## src/rtl/ldx_pkg.sv

```systemverilog
package ldx_pkg;
  typedef enum logic [1:0] {
    SZ_BYTE  = 2'b00,
    SZ_HALF  = 2'b01,
    SZ_WORD  = 2'b10,
    SZ_DWORD = 2'b11
  } ldx_size_e;
endpackage

```

## src/rtl/ldx_align.sv

```systemverilog
// Byte, halfword and word forms of the low read word: swapping and extension.
module ldx_align #(
  parameter int W = 32
) (
  input  logic [W-1:0] rdata,
  input  logic         swap,
  input  logic         sext,
  output logic [W-1:0] byte_ext,
  output logic [15:0]  half_raw,
  output logic [W-1:0] half_ext,
  output logic [W-1:0] word_val
);
  localparam int NB = W / 8;

  logic [W-1:0] word_rev;

  for (genvar g = 0; g < NB; g++) begin : g_rev
    assign word_rev[8*g +: 8] = rdata[8*(NB-1-g) +: 8];
  end

  always_comb begin
    half_raw = swap ? {rdata[7:0], rdata[15:8]} : rdata[15:0];
    byte_ext = {{(W-8){sext & rdata[7]}}, rdata[7:0]};
    half_ext = {{(W-16){sext & half_raw[15]}}, half_raw};
    word_val = swap ? word_rev : rdata;
  end
endmodule

```

## src/rtl/ldx_merge.sv

```systemverilog
// Places a byte or halfword into one lane of the old destination value.
module ldx_merge #(
  parameter int W      = 32,
  parameter int LANE_W = $clog2(W / 8)
) (
  input  logic [W-1:0]      dest,
  input  logic [7:0]        byte_in,
  input  logic [15:0]       half_in,
  input  logic              is_half,
  input  logic [LANE_W-1:0] lane,
  output logic [W-1:0]      merged
);
  localparam int NB   = W / 8;
  localparam int HL_W = (LANE_W > 1) ? LANE_W - 1 : 1;

  logic [HL_W-1:0] hlane;
  assign hlane = lane[HL_W-1:0];

  for (genvar g = 0; g < NB; g++) begin : g_lane
    localparam logic [LANE_W-1:0] BIDX = LANE_W'(g);
    localparam logic [HL_W-1:0]   HIDX = HL_W'(g / 2);
    always_comb begin
      merged[8*g +: 8] = dest[8*g +: 8];
      if (is_half) begin
        if (hlane == HIDX) merged[8*g +: 8] = half_in[8*(g%2) +: 8];
      end else begin
        if (lane == BIDX) merged[8*g +: 8] = byte_in;
      end
    end
  end
endmodule

```

## src/rtl/ldx_unit.sv

```systemverilog
// Load result formatting with registered outputs.
module ldx_unit #(
  parameter int W      = 32,
  parameter int LANE_W = $clog2(W / 8)
) (
  input  logic              clk,
  input  logic              rst,
  input  logic              valid_i,
  input  logic [1:0]        size_i,
  input  logic              sext_i,
  input  logic              swap_i,
  input  logic              ins_i,
  input  logic [LANE_W-1:0] lane_i,
  input  logic [2*W-1:0]    rdata_i,
  input  logic [W-1:0]      dest_i,
  output logic              valid_o,
  output logic              pair_o,
  output logic [W-1:0]      lo_o,
  output logic [W-1:0]      hi_o
);
  import ldx_pkg::*;

  logic [W-1:0] byte_ext, half_ext, word_val, merged;
  logic [15:0]  half_raw;
  logic [W-1:0] nxt_lo, nxt_hi;
  logic         nxt_pair;
  ldx_size_e    sz;

  assign sz = ldx_size_e'(size_i);

  ldx_align #(.W(W)) u_align (
    .rdata    (rdata_i[W-1:0]),
    .swap     (swap_i),
    .sext     (sext_i),
    .byte_ext (byte_ext),
    .half_raw (half_raw),
    .half_ext (half_ext),
    .word_val (word_val)
  );

  ldx_merge #(.W(W), .LANE_W(LANE_W)) u_merge (
    .dest    (dest_i),
    .byte_in (rdata_i[7:0]),
    .half_in (half_raw),
    .is_half (sz == SZ_HALF),
    .lane    (lane_i),
    .merged  (merged)
  );

  always_comb begin
    nxt_lo   = '0;
    nxt_hi   = '0;
    nxt_pair = 1'b0;
    unique case (sz)
      SZ_BYTE:  nxt_lo = ins_i ? merged : byte_ext;
      SZ_HALF:  nxt_lo = ins_i ? merged : half_ext;
      SZ_WORD:  nxt_lo = word_val;
      SZ_DWORD: begin
        nxt_hi   = rdata_i[2*W-1:W];
        nxt_lo   = rdata_i[W-1:0];
        nxt_pair = 1'b1;
      end
      default: nxt_lo = '0;
    endcase
  end

  always_ff @(posedge clk) begin
    if (rst) begin
      valid_o <= 1'b0;
      pair_o  <= 1'b0;
      lo_o    <= '0;
      hi_o    <= '0;
    end else begin
      valid_o <= valid_i;
      if (valid_i) begin
        pair_o <= nxt_pair;
        lo_o   <= nxt_lo;
        hi_o   <= nxt_hi;
      end
    end
  end
endmodule

```

## config.mk

```make
export PLATFORM = sky130hd
export DESIGN_NAME = ldx_unit
export DESIGN_NICKNAME = d
export VERILOG_FILES = /design/src/rtl/ldx_pkg.sv /design/src/rtl/ldx_align.sv /design/src/rtl/ldx_merge.sv /design/src/rtl/ldx_unit.sv
export SDC_FILE = /design/constraint.sdc
export NUM_CORES = 1
export LEC_CHECK = 0
export CORE_ASPECT_RATIO = 0.6
export CORE_MARGIN = 1
export CORE_UTILIZATION = 48
export DETAILED_ROUTE_END_ITERATION = 10
export PLACE_DENSITY = 0.91
export SYNTH_ARGS = -nofsm -noshare
export SYNTH_HDL_FRONTEND = slang
export SYNTH_HIERARCHICAL = 1
export SYNTH_SLANG_ARGS = --single-unit
```

## constraint.sdc

```tcl
create_clock -name clk -period 2.5 [get_ports clk]
set_input_delay 0.375 -clock clk [delete_from_list [all_inputs] [get_ports clk]]
set_output_delay 0.375 -clock clk [all_outputs]
set_load 0.1 [all_outputs]
```

==> impl_results.md, run 1 <==
- Yosys top cell by area: dfxtp_1
- CTS tree: done
- CP max FO: 34
- Area fraction of the dominant cell type after synthesis: approximately a quarter
- PnR worst setup slack: around 0.23 ns
- PortBufs: roughly 170
- Mapped Cells: 715
- Net Count, Synth: approximately 800
- Sw frac: between 30% and 40%
- Cell variety after synth: 37
- P_sw: 1430 uW
- Commonest non-fill, non-tap cell in the layout: clkdlybuf4s50_1
- Ports: between 150 and 200
- Fraction of layout cells with a size suffix above 1: between 20% and 30%
- Syn avg cell area: about 7.9 sq um
- Worst VDD drop: 0.399 mV
- Gr ovfl total: 0
- Fillers: between 900 and 1000
- Warnings, synthesis: 6
- Rel. slew slack: between 10 and 15%
- Post-route DRC: 0
- Layout area overhead: 25.2%
- WL per Instance: roughly 19 microns
- Setup Fix Bufs, Post-CTS: 0
- Reg area: approximately 1300 sq um
- Clock sinks: 66
- Number of global-route vias before repair: between 5000 and 6000
- Initial core utilization: about half
- Die Ht: ~86 microns
- TNS Setup: 0 ns
- Reg power frac: between 30% and 40%
- Pint: ~2300 uW
- Clk slew on worst S/H paths: approximately 0.06 ns
- First-pass GRT wire length: about 29000 microns
- Die area: between 10000 and 15000 sq um
- R2r worst-path depth: 2
- Area contributors post-synth: dfxtp_1 23%, buf_4 10%, mux2i_1 6.6%, a22oi_1 6.5%, nand2b_1 4.9%
- Peak Freq: 441 MHz
- Startpoint types: input pin
- Sequential area share after synthesis: about a quarter
- CP arrival: approximately 2.5 ns
- Via density per instance: 5.97
- Slew Limit Fails: 0
- Crit path kind: in2reg
- Via Count: just under 6000
- Worst Tran Pin Value: about 1.3 ns
- P per Cell Area: 525 nW/um^2
- Pre-CTS WS: -0.0381 ns
- Initial antenna violation count: 0
- Routability cong.: about 0.96
- Fin crit share: between 90% and 100%
- Post_cts resized: 0
- Depth of the CTS H-tree: 3
- Crit. Startpoint: size_i[1]
- Dpl hpwl: roughly 14000 microns
- Drt pass-1 iters: 5
- Placed cell count: about 960
- # rows: 30
- Final clock skew: 0 ns
- Status: finished, final reports clean
- Total Routing Usage GR: a little over 30%
- Max Root-Sink Buffers: 2
- Antenna Violating Nets Remaining: 0
- Mapped Area: 5650 sq um
- RSZ-0062 raised after global routing: no
- Leak pwr: slightly above 0.003 uW
- Max-Cap Viols: 0
- Ant. Diodes: 0
- Combinational Power Share: roughly 37%
- Post-Route WL: ~19000 microns
- Worst setup EP type: flip-flop
- Initial DRC Count: around 640
- Core Area: about 11000 sq um
- Die Wd: approximately 140 microns
- Final setup viols: 0
- Hold-fix buffers at CTS: 0
- Critical R2R Capture: lo_o[6]$_SDFFE_PP0P_
- Num CTS Buffers: 9
- #FFs+latches synth: 66
- CP required: between 2 and 3 ns
- Clock share of power: between 30 and 40%
- RR Startpoint: lo_o[6]$_SDFFE_PP0P_
- HP Class: reg2reg
- Clock Latency Late Sink: ~0.33 ns
- Hold Vio Cnt, Final: 0
- Crit path capture: lo_o[23]$_SDFFE_PP0P_
- Finished Layout Cells: approximately 970
- Most frequent cells in the layout: 100 x clkdlybuf4s50_1, 99 x buf_4, 72 x nand2_1
- Period minus WS final: 2.27 ns
- Total Power: approximately 3700 uW
- Worst hold slack: about 0.49 ns
- R2R Setup Slk: about 1.7 ns
- Multi-input gate area: 3370 sq um
- Root buf cell: clkbuf_16
- Largest net degree at the start of global routing: 67
- Nets: between 900 and 1000
[state kept, by name, indices dropped and copies added (netlist names)]
signal	cells
pair_o	1
lo_o	32
valid_o	1
hi_o	32
[worst max-delay path, cell delays in order]
cell             delay (ns)
clkdlybuf4s50_1        0.42
buf_4                  0.24
nor2b_1                1.03
o211ai_1               0.24
a21oi_1                0.22
[power by group through the flow]
stage | Combinational (uW) | Clock [uW] | Sequential [uW]
global route | 1440 | 1280 | 1140
finish | 1370 | 1210 | 1140
CTS | 1350 | 1220 | 1140
detailed placement | 1340 | 0 | 1160
global placement | 1320 | 0 | 1160
floorplan | 631 | 0 | 1520
[layer usage]
metal	vias up	track usage, %	share of wire (%)
li1	2679	-	-
met1	2718	42.2	42
met2	377	45.2	42
met3	31	10.8	14
met4	0	6.84	1.4
met5	-	0	0
[cells by family after synthesis]
group                  after synthesis  synth area share [%]
AOI/OAI and AO/OA                  203                  26.1
buffers and inverters              146                  17.1
and+or+nand+nor                    229                  19.5
muxes                               71                  14.0
DFF                                 66                  23.4
[worst min-delay path by stage]
stage	to	cells past startpoint	from	slack, ns
2_1_floorplan	hi_o[0]$_SDFFE_PP0P_	2	rdata_i[32]	0.52
3_3_place_gp	lo_o[21]$_SDFFE_PP0P_	1	lo_o[21]$_SDFFE_PP0P_	0.47
3_5_place_dp	lo_o[20]$_SDFFE_PP0P_	1	lo_o[20]$_SDFFE_PP0P_	0.47
4_1_cts	lo_o[10]$_SDFFE_PP0P_	2	rst	0.47
5_1_grt	lo_o[29]$_SDFFE_PP0P_	2	rst	0.49
6_report	lo_o[20]$_SDFFE_PP0P_	1	lo_o[20]$_SDFFE_PP0P_	0.49
[cells in the mapped netlist]
cell / n
a32o_1: 1
o21ai_1: 16
o21ai_2: 1
and3_1: 1
mux2_2: 17
a21oi_1: 40
or3_1: 8
nand2_2: 1
and2_1: 2
o221ai_2: 9
mux2_1: 7
nand2_1: 72
inv_2: 3
buf_8: 2
o21ba_1: 8
o21ai_0: 16
inv_1: 17
nor2_2: 2
buf_4: 77
buf_6: 10
buf_2: 24
clkbuf_1: 13
a21boi_2: 1
mux2_4: 10
a22oi_1: 49
o2bb2ai_1: 8
o211ai_1: 33
nor2_4: 1
o221ai_1: 6
nor2_1: 42
nand3_1: 39
nor2b_1: 17
a22o_1: 14
nand2b_1: 44
dfxtp_1: 66
a31oi_1: 1
mux2i_1: 37
[stage by stage]
stage	instance area (sq um)	util, %
floorplan	5650	-
global placement	6790	59.7
detailed placement	6790	59.7
CTS	7080	62.2
global route	7080	62.2
finish	7080	62.2
[layout make-up]
cell class | instances | share of cell area [%]
multi-input cells | 503 | 47.6
inverters | 20 | 1.06
clock buffers | 9 | 3.18
well taps | 160 | 2.83
clock inverters | 7 | 0.866
flip-flops and latches | 66 | 18.7
repair buffers | 207 | 25.8
(Power assumes the default switching activity.)
==> run 2: changes to the inputs <==
--- a/config.mk
+++ b/config.mk
@@ -7,9 +7,11 @@
 export LEC_CHECK = 0
 export CORE_ASPECT_RATIO = 0.6
 export CORE_MARGIN = 1
-export CORE_UTILIZATION = 48
+export CORE_UTILIZATION = 50
 export DETAILED_ROUTE_END_ITERATION = 10
-export PLACE_DENSITY = 0.91
+export DONT_BUFFER_PORTS = 1
+export HOLD_SLACK_MARGIN = 0.15
+export PLACE_DENSITY = 0.74
 export SYNTH_ARGS = -nofsm -noshare
 export SYNTH_HDL_FRONTEND = slang
 export SYNTH_HIERARCHICAL = 1
==> impl_results.md, run 2 (synthesized netlist as in run 1, its figures left out) <==
- Worst Tran Pin Value: 1.20 ns (-0.116 ns)
- Worst setup EP type: flip-flop
- Final clock skew: 0 ns (unchanged)
- Commonest non-fill, non-tap cell in the layout: buf_4
- Critical Path Stages: 9 (+4)
- Slew Limit Fails: 0 (unchanged)
- WP buf/inv: 2 (unchanged)
- P per Cell Area: 608 nW/um^2 (+16%)
- Initial antenna violation count: 2 (+2)
- CP required: 2.78 ns (+0.02 ns)
- Num CTS Buffers: 9 (unchanged)
- Layout area overhead: 3.45%
- Max Root-Sink Buffers: 2 (unchanged)
- Number of global-route vias before repair: 4751 (-8.6%)
- Initial core utilization: 52.5% (+2.8 points)
- Largest net degree at the start of global routing: 68 (+1.5%)
- Ant. Diodes: 0 (unchanged)
- WL per Instance: 21.5 microns (+11%)
- Setup Fix Bufs, Post-CTS: 0 (unchanged)
- Post-Route WL: 17600 microns (-6.4%)
- Via Count: 5244 (-9.7%)
- Sw frac: 34.9% (-3.4 points)
- Hold Vio Cnt, Final: 0 (unchanged)
- Fillers: 954 (-2.3%)
- # rows: 29 (-3.3%)
- Total Power: 3560 uW (-4.4%)
- Post-route DRC: 0 (unchanged)
- Reg power frac: 32.0% (+1.3 points)
- Worst hold path stage count: 2 (+1)
- Routability cong.: 0.932 (-2.6%)
- Most frequent cells in the layout: 76 x buf_4, 72 x nand2_1, 66 x dfxtp_1
- Pre-CTS WS: 0.347 ns (+0.385 ns)
- Status: finished, final reports clean
- Die Ht: 84.4 microns (-2.0%)
- Die area: 11700 sq um (-3.9%)
- Period minus WS final: 1.89 ns (-0.381 ns)
- Depth of the CTS H-tree: 3 (unchanged)
- PnR worst setup slack: 0.614 ns (+0.381 ns)
- Worst VDD drop: 0.463 mV (+16%)
- CTS tree: done
- Ports: 172 (unchanged)
- Top cell family by delay on the critical path: buffers and inverters
- Via density per instance: 6.39 (+7.0%)
- Core Area: 10800 sq um (-5.2%)
- Drt pass-1 iters: 5 (unchanged)
- Top Registers: hi_o x32, lo_o x32
- Die Wd: 139 microns (-2.0%)
- CP max FO: 35 (+2.9%)
- First-pass GRT wire length: 26800 microns (-6.2%)
- Antenna Violating Nets Remaining: 0 (unchanged)
- Clock share of power: 38.9% (+6.4 points)
- Worst path max stage delay: 0.40 ns (-0.63 ns)
- HP Class: in2reg
- CP max stage cell: inv_2
- Clock Latency Late Sink: 0.33 ns (about the same)
- Nets: 783 (-14%)
- Root buf cell: clkbuf_16
- Fraction of layout cells with a size suffix above 1: 20.1% (-0.60 points)
- Fin crit share: 75.4% (-15 points)
- P_sw: 1240 uW (-13%)
- R2r worst-path depth: 3 (+1)
- Clk slew on worst S/H paths: 0.06 ns (about the same)
- Startpoint types: input pin
- Gr ovfl total: 0 (unchanged)
- TNS Setup: 0 ns (unchanged)
- CP arrival: 2.17 ns (-0.36 ns)
- Total Routing Usage GR: 29.6% (-0.94 points)
- Final setup viols: 0 (unchanged)
- CP cell instances: nand2b_1 -> inv_2 -> nor2b_1 -> buf_4 -> nor2_4 -> o21ba_1 -> mux2i_1 -> o221ai_1 -> a22o_1
- Max-Cap Viols: 0 (unchanged)
- Dpl hpwl: 12700 microns (-7.1%)
- Crit path kind: in2reg
- PortBufs: 0 (-100%)
- Rel. slew slack: 20.1% (+7.9 points)
- Combinational Power Share: 29.1% (-7.7 points)
- Peak Freq: 530 MHz (+20%)
- Initial DRC Count: 675 (+6.1%)
- Clock sinks: 66 (unchanged)
- Pint: 2310 uW (+0.94%)
- RSZ-0062 raised after global routing: no
- Leak pwr: 0.00249 uW (-18%)
[run 2: cell count changes in the layout (fill, tap and decap cells not counted)]
cell and change:
clkdlybuf4s50_1 -100, buf_4 -23, buf_2 -5, buf_12 -2, bufinv_16 +2, inv_6 -2
clkbuf_1 +1, clkinv_4 -1, clkinvlp_4 +1, inv_8 -1
[run 2: path summary, 6_finish.rpt]
path | startpoint | slack [ns] | to
setup reg to reg | lo_o[19]$_SDFFE_PP0P_ | 1.50 | lo_o[19]$_SDFFE_PP0P_
setup / recovery | size_i[1] | 0.61 | lo_o[2]$_SDFFE_PP0P_
hold / removal | rdata_i[43] | 0.18 | hi_o[11]$_SDFFE_PP0P_
hold reg to reg | lo_o[13]$_SDFFE_PP0P_ | 0.49 | lo_o[13]$_SDFFE_PP0P_
[run 2: through the flow]
stage | cells | hold WS [ns] | util [%] | instance area (sq um)
global route | 821 | 0.187 | 54.3 | 5850
finish | 821 | 0.184 | 54.3 | 5850
CTS | 821 | 0.176 | 54.3 | 5850
global placement | 804 | 0.451 | 51.1 | 5510
detailed placement | 804 | 0.451 | 51.1 | 5510
floorplan | 715 | 0.519 | - | 5650
[run 2: power groups by stage]
stage,Sequential [uW],Combinational [uW],Clock (uW)
after floorplan,1520,631,0
after global placement,1160,991,0
after CTS,1140,1030,1400
after detailed placement,1160,1010,0
final,1140,1040,1380
after global routing,1140,1090,1440
[run 2: final cells by class]
class	instances	area [sq um]	area share [%]
flip-flops and latches	66	1320	22.6
multi-input cells	503	3370	57.6
well taps	139	174	2.97
repair buffers	77	591	10.1
clock buffers	10	229	3.92
inverters	20	75.1	1.28
clock inverters	6	91.3	1.56
[run 2: metal layers]
layer / vias to the layer above / routed length, microns / global-route usage (%)
met5: - / 13 / 0
li1: 2415 / - / -
met1: 2489 / 7600 / 40.5
met2: 300 / 7170 / 42.1
met3: 38 / 2540 / 12.7
met4: 2 / 322 / 7.58
[run 2: timing repair]
item,in CTS,in global routing
hold endpoints to repair,50,0
gates resized for setup,0,0
hold buffers,1,0
==> run 3: changes to the inputs <==
==> constraint.sdc (replaced) <==
create_clock -name clk -period 1.95 [get_ports clk]
set_input_delay 0.2925 -clock clk [delete_from_list [all_inputs] [get_ports clk]]
set_output_delay 0.2925 -clock clk [all_outputs]
set_load 0.1 [all_outputs]
==> impl_results.md, run 3 (synthesized netlist as in run 1, its figures left out) <==
- Root buf cell: clkbuf_16
- Rel. slew slack: 14.6% (-5.5 points)
- Fillers: 995 (+4.3%)
- Antenna Violating Nets Remaining: 0 (unchanged)
- Worst setup EP type: flip-flop
- Via density per instance: 6.39 (about the same)
- Total Routing Usage GR: 31.7% (+2.1 points)
- Layout area overhead: 9.65%
- HP Class: in2reg
- PortBufs: 0 (unchanged)
- Die area: 11700 sq um (unchanged)
- TNS Setup: 0 ns (unchanged)
- CP max FO: 35 (unchanged)
- Period minus WS final: between 1.5 and 2 ns
- Clock sinks: 66 (unchanged)
- Max-Cap Viols: 0 (unchanged)
- Depth of the CTS H-tree: 3 (unchanged)
- Fin crit share: a little over four fifths
- Crit. Startpoint: size_i[1]
- Clock Latency Late Sink: 0.33 ns (about the same)
- Startpoint types: input pin
- Commonest non-fill, non-tap cell in the layout: buf_4
- Leak pwr: 0.00264 uW (+6.1%)
- Finished Layout Cells: 858 (+4.5%)
- CP max stage cell: or3_1
- Slew Limit Fails: 0 (unchanged)
- # rows: 29 (unchanged)
- First-pass GRT wire length: 28600 microns (+6.5%)
- Fraction of layout cells with a size suffix above 1: 19.8% (-0.31 points)
- Most frequent cells in the layout: 79 x buf_4, 72 x nand2_1, 66 x dfxtp_1
- Core Area: 10800 sq um (unchanged)
- Hold Vio Cnt, Final: 0 (unchanged)
- Dpl hpwl: 13300 microns (+4.8%)
- Final core utilization: 57.5% (+3.3 points)
- CP cell instances: nand2b_1 -> inv_2 -> buf_4 -> or3_1 -> a21oi_1 -> o21ba_1 -> mux2i_1 -> o221ai_1 -> a22o_1
- RR Startpoint: lo_o[19]$_SDFFE_PP0P_
- Worst hold slack: 0.169 ns (-0.0159 ns)
- CP required: 2.18 ns (-0.60 ns)
- Initial DRC Count: 738 (+9.3%)
- Worst Tran Pin Value: 1.28 ns (+0.0777 ns)
- Num CTS Buffers: 9 (unchanged)
- Largest net degree at the start of global routing: 68 (unchanged)
- Via Count: 5485 (+4.6%)
- CP arrival: 1.87 ns (-0.30 ns)
- PnR worst setup slack: 0.316 ns (-0.298 ns)
- Die Wd: 139 microns (unchanged)
- RSZ-0062 raised after global routing: no
- Clk slew on worst S/H paths: 0.06 ns (about the same)
- Worst path max stage delay: 0.35 ns (-0.05 ns)
- Crit path kind: in2reg
- Setup Fix Bufs, Post-CTS: 0 (unchanged)
- Ports: 172 (unchanged)
- Die Ht: 84.4 microns (unchanged)
- Routability cong.: 0.971 (+4.2%)
- Placed cell count: 808 (+0.50%)
- Post-Route WL: 18900 microns (+7.0%)
- Drt pass-1 iters: 6 (+1)
- Number of global-route vias before repair: 5110 (+7.6%)
- Peak Freq: just over 600 MHz
- WL per Instance: 22.0 microns (+2.4%)
- Initial antenna violation count: 3 (+1)
- Status: finished, final reports clean
- CTS tree: done
- Pre-CTS WS: 0.0170 ns (-0.330 ns)
- Nets: 819 (+4.6%)
- Top Registers: hi_o x32, lo_o x32
- P per Cell Area: 736 nW/um^2 (+21%)
- Worst VDD drop: 0.500 mV (+8.1%)
- Initial core utilization: 52.5% (unchanged)
- Max Root-Sink Buffers: 2 (unchanged)
- Final setup viols: 0 (unchanged)
- Post-route DRC: 0 (unchanged)
- Final clock skew: 0 ns (unchanged)
- Gr ovfl total: 0 (unchanged)
- Worst hold start: rst
## run 3: cell types whose count changed in the layout (fill, tap and decap cells not counted), sizes merged
cell,change
dlygate4sd3,+32
diode,+1
buf,+4
bufinv,-1
clkinv,+1
## run 3: area by class of cell
type / instances / area (sq um) / area share [%]
well taps: 139 / 174 / 2.81
diodes: 1 / 2.50 / 0.0404
repair buffers: 113 / 953 / 15.4
clock buffers: 10 / 239 / 3.86
clock inverters: 6 / 66.3 / 1.07
flip-flops and latches: 66 / 1320 / 21.3
multi-input cells: 503 / 3370 / 54.3
inverters: 20 / 75.1 / 1.21
## run 3: worst max-delay path, delay by kind of cell
family / cells / cell delay, ns
AND/OR/NAND/NOR: 2 / 0.48
buffers and inverters: 2 / 0.29
multiplexers: 1 / 0.15
AO/OA/AOI/OAI: 4 / 0.65
## run 3: repair_timing
action / 4_1_cts / 5_1_grt
endpoints found under the hold margin: 50 / 0
hold buffers: 33 / 0
resized for setup: 0 / 0
## run 3: power breakdown
group	switching, uW	internal, uW
Clock	665	1020
Sequential	33.2	1420
Combinational	940	481
## run 3: layer usage
| metal | global-route usage [%] | wire [microns] | vias to the layer above |
|---|---|---|---|
| met2 | 46.7 | 8020 | 326 |
| li1 | - | - | 2469 |
| met5 | 0 | 32 | - |
| met4 | 9.29 | 333 | 4 |
| met3 | 17.9 | 2880 | 42 |
| met1 | 39.1 | 7620 | 2644 |
## run 3: worst paths after layout
| check | endpoint | slack (ns) | cells past startpoint |
|---|---|---|---|
| max | lo_o[4]$_SDFFE_PP0P_ | 0.32 | 9 |
| min | lo_o[22]$_SDFFE_PP0P_ | 0.17 | 2 |
| max reg2reg | lo_o[19]$_SDFFE_PP0P_ | 0.97 | 3 |
| min reg2reg | lo_o[20]$_SDFFE_PP0P_ | 0.48 | 1 |
## run 3: through the flow
stage / total power (uW) / cell area (sq um)
6_report: 4560 / 6200
5_1_grt: 4710 / 6200
4_1_cts: 4550 / 6200
3_5_place_dp: 2800 / 5550
3_3_place_gp: 2770 / 5550
2_1_floorplan: 2770 / 5660
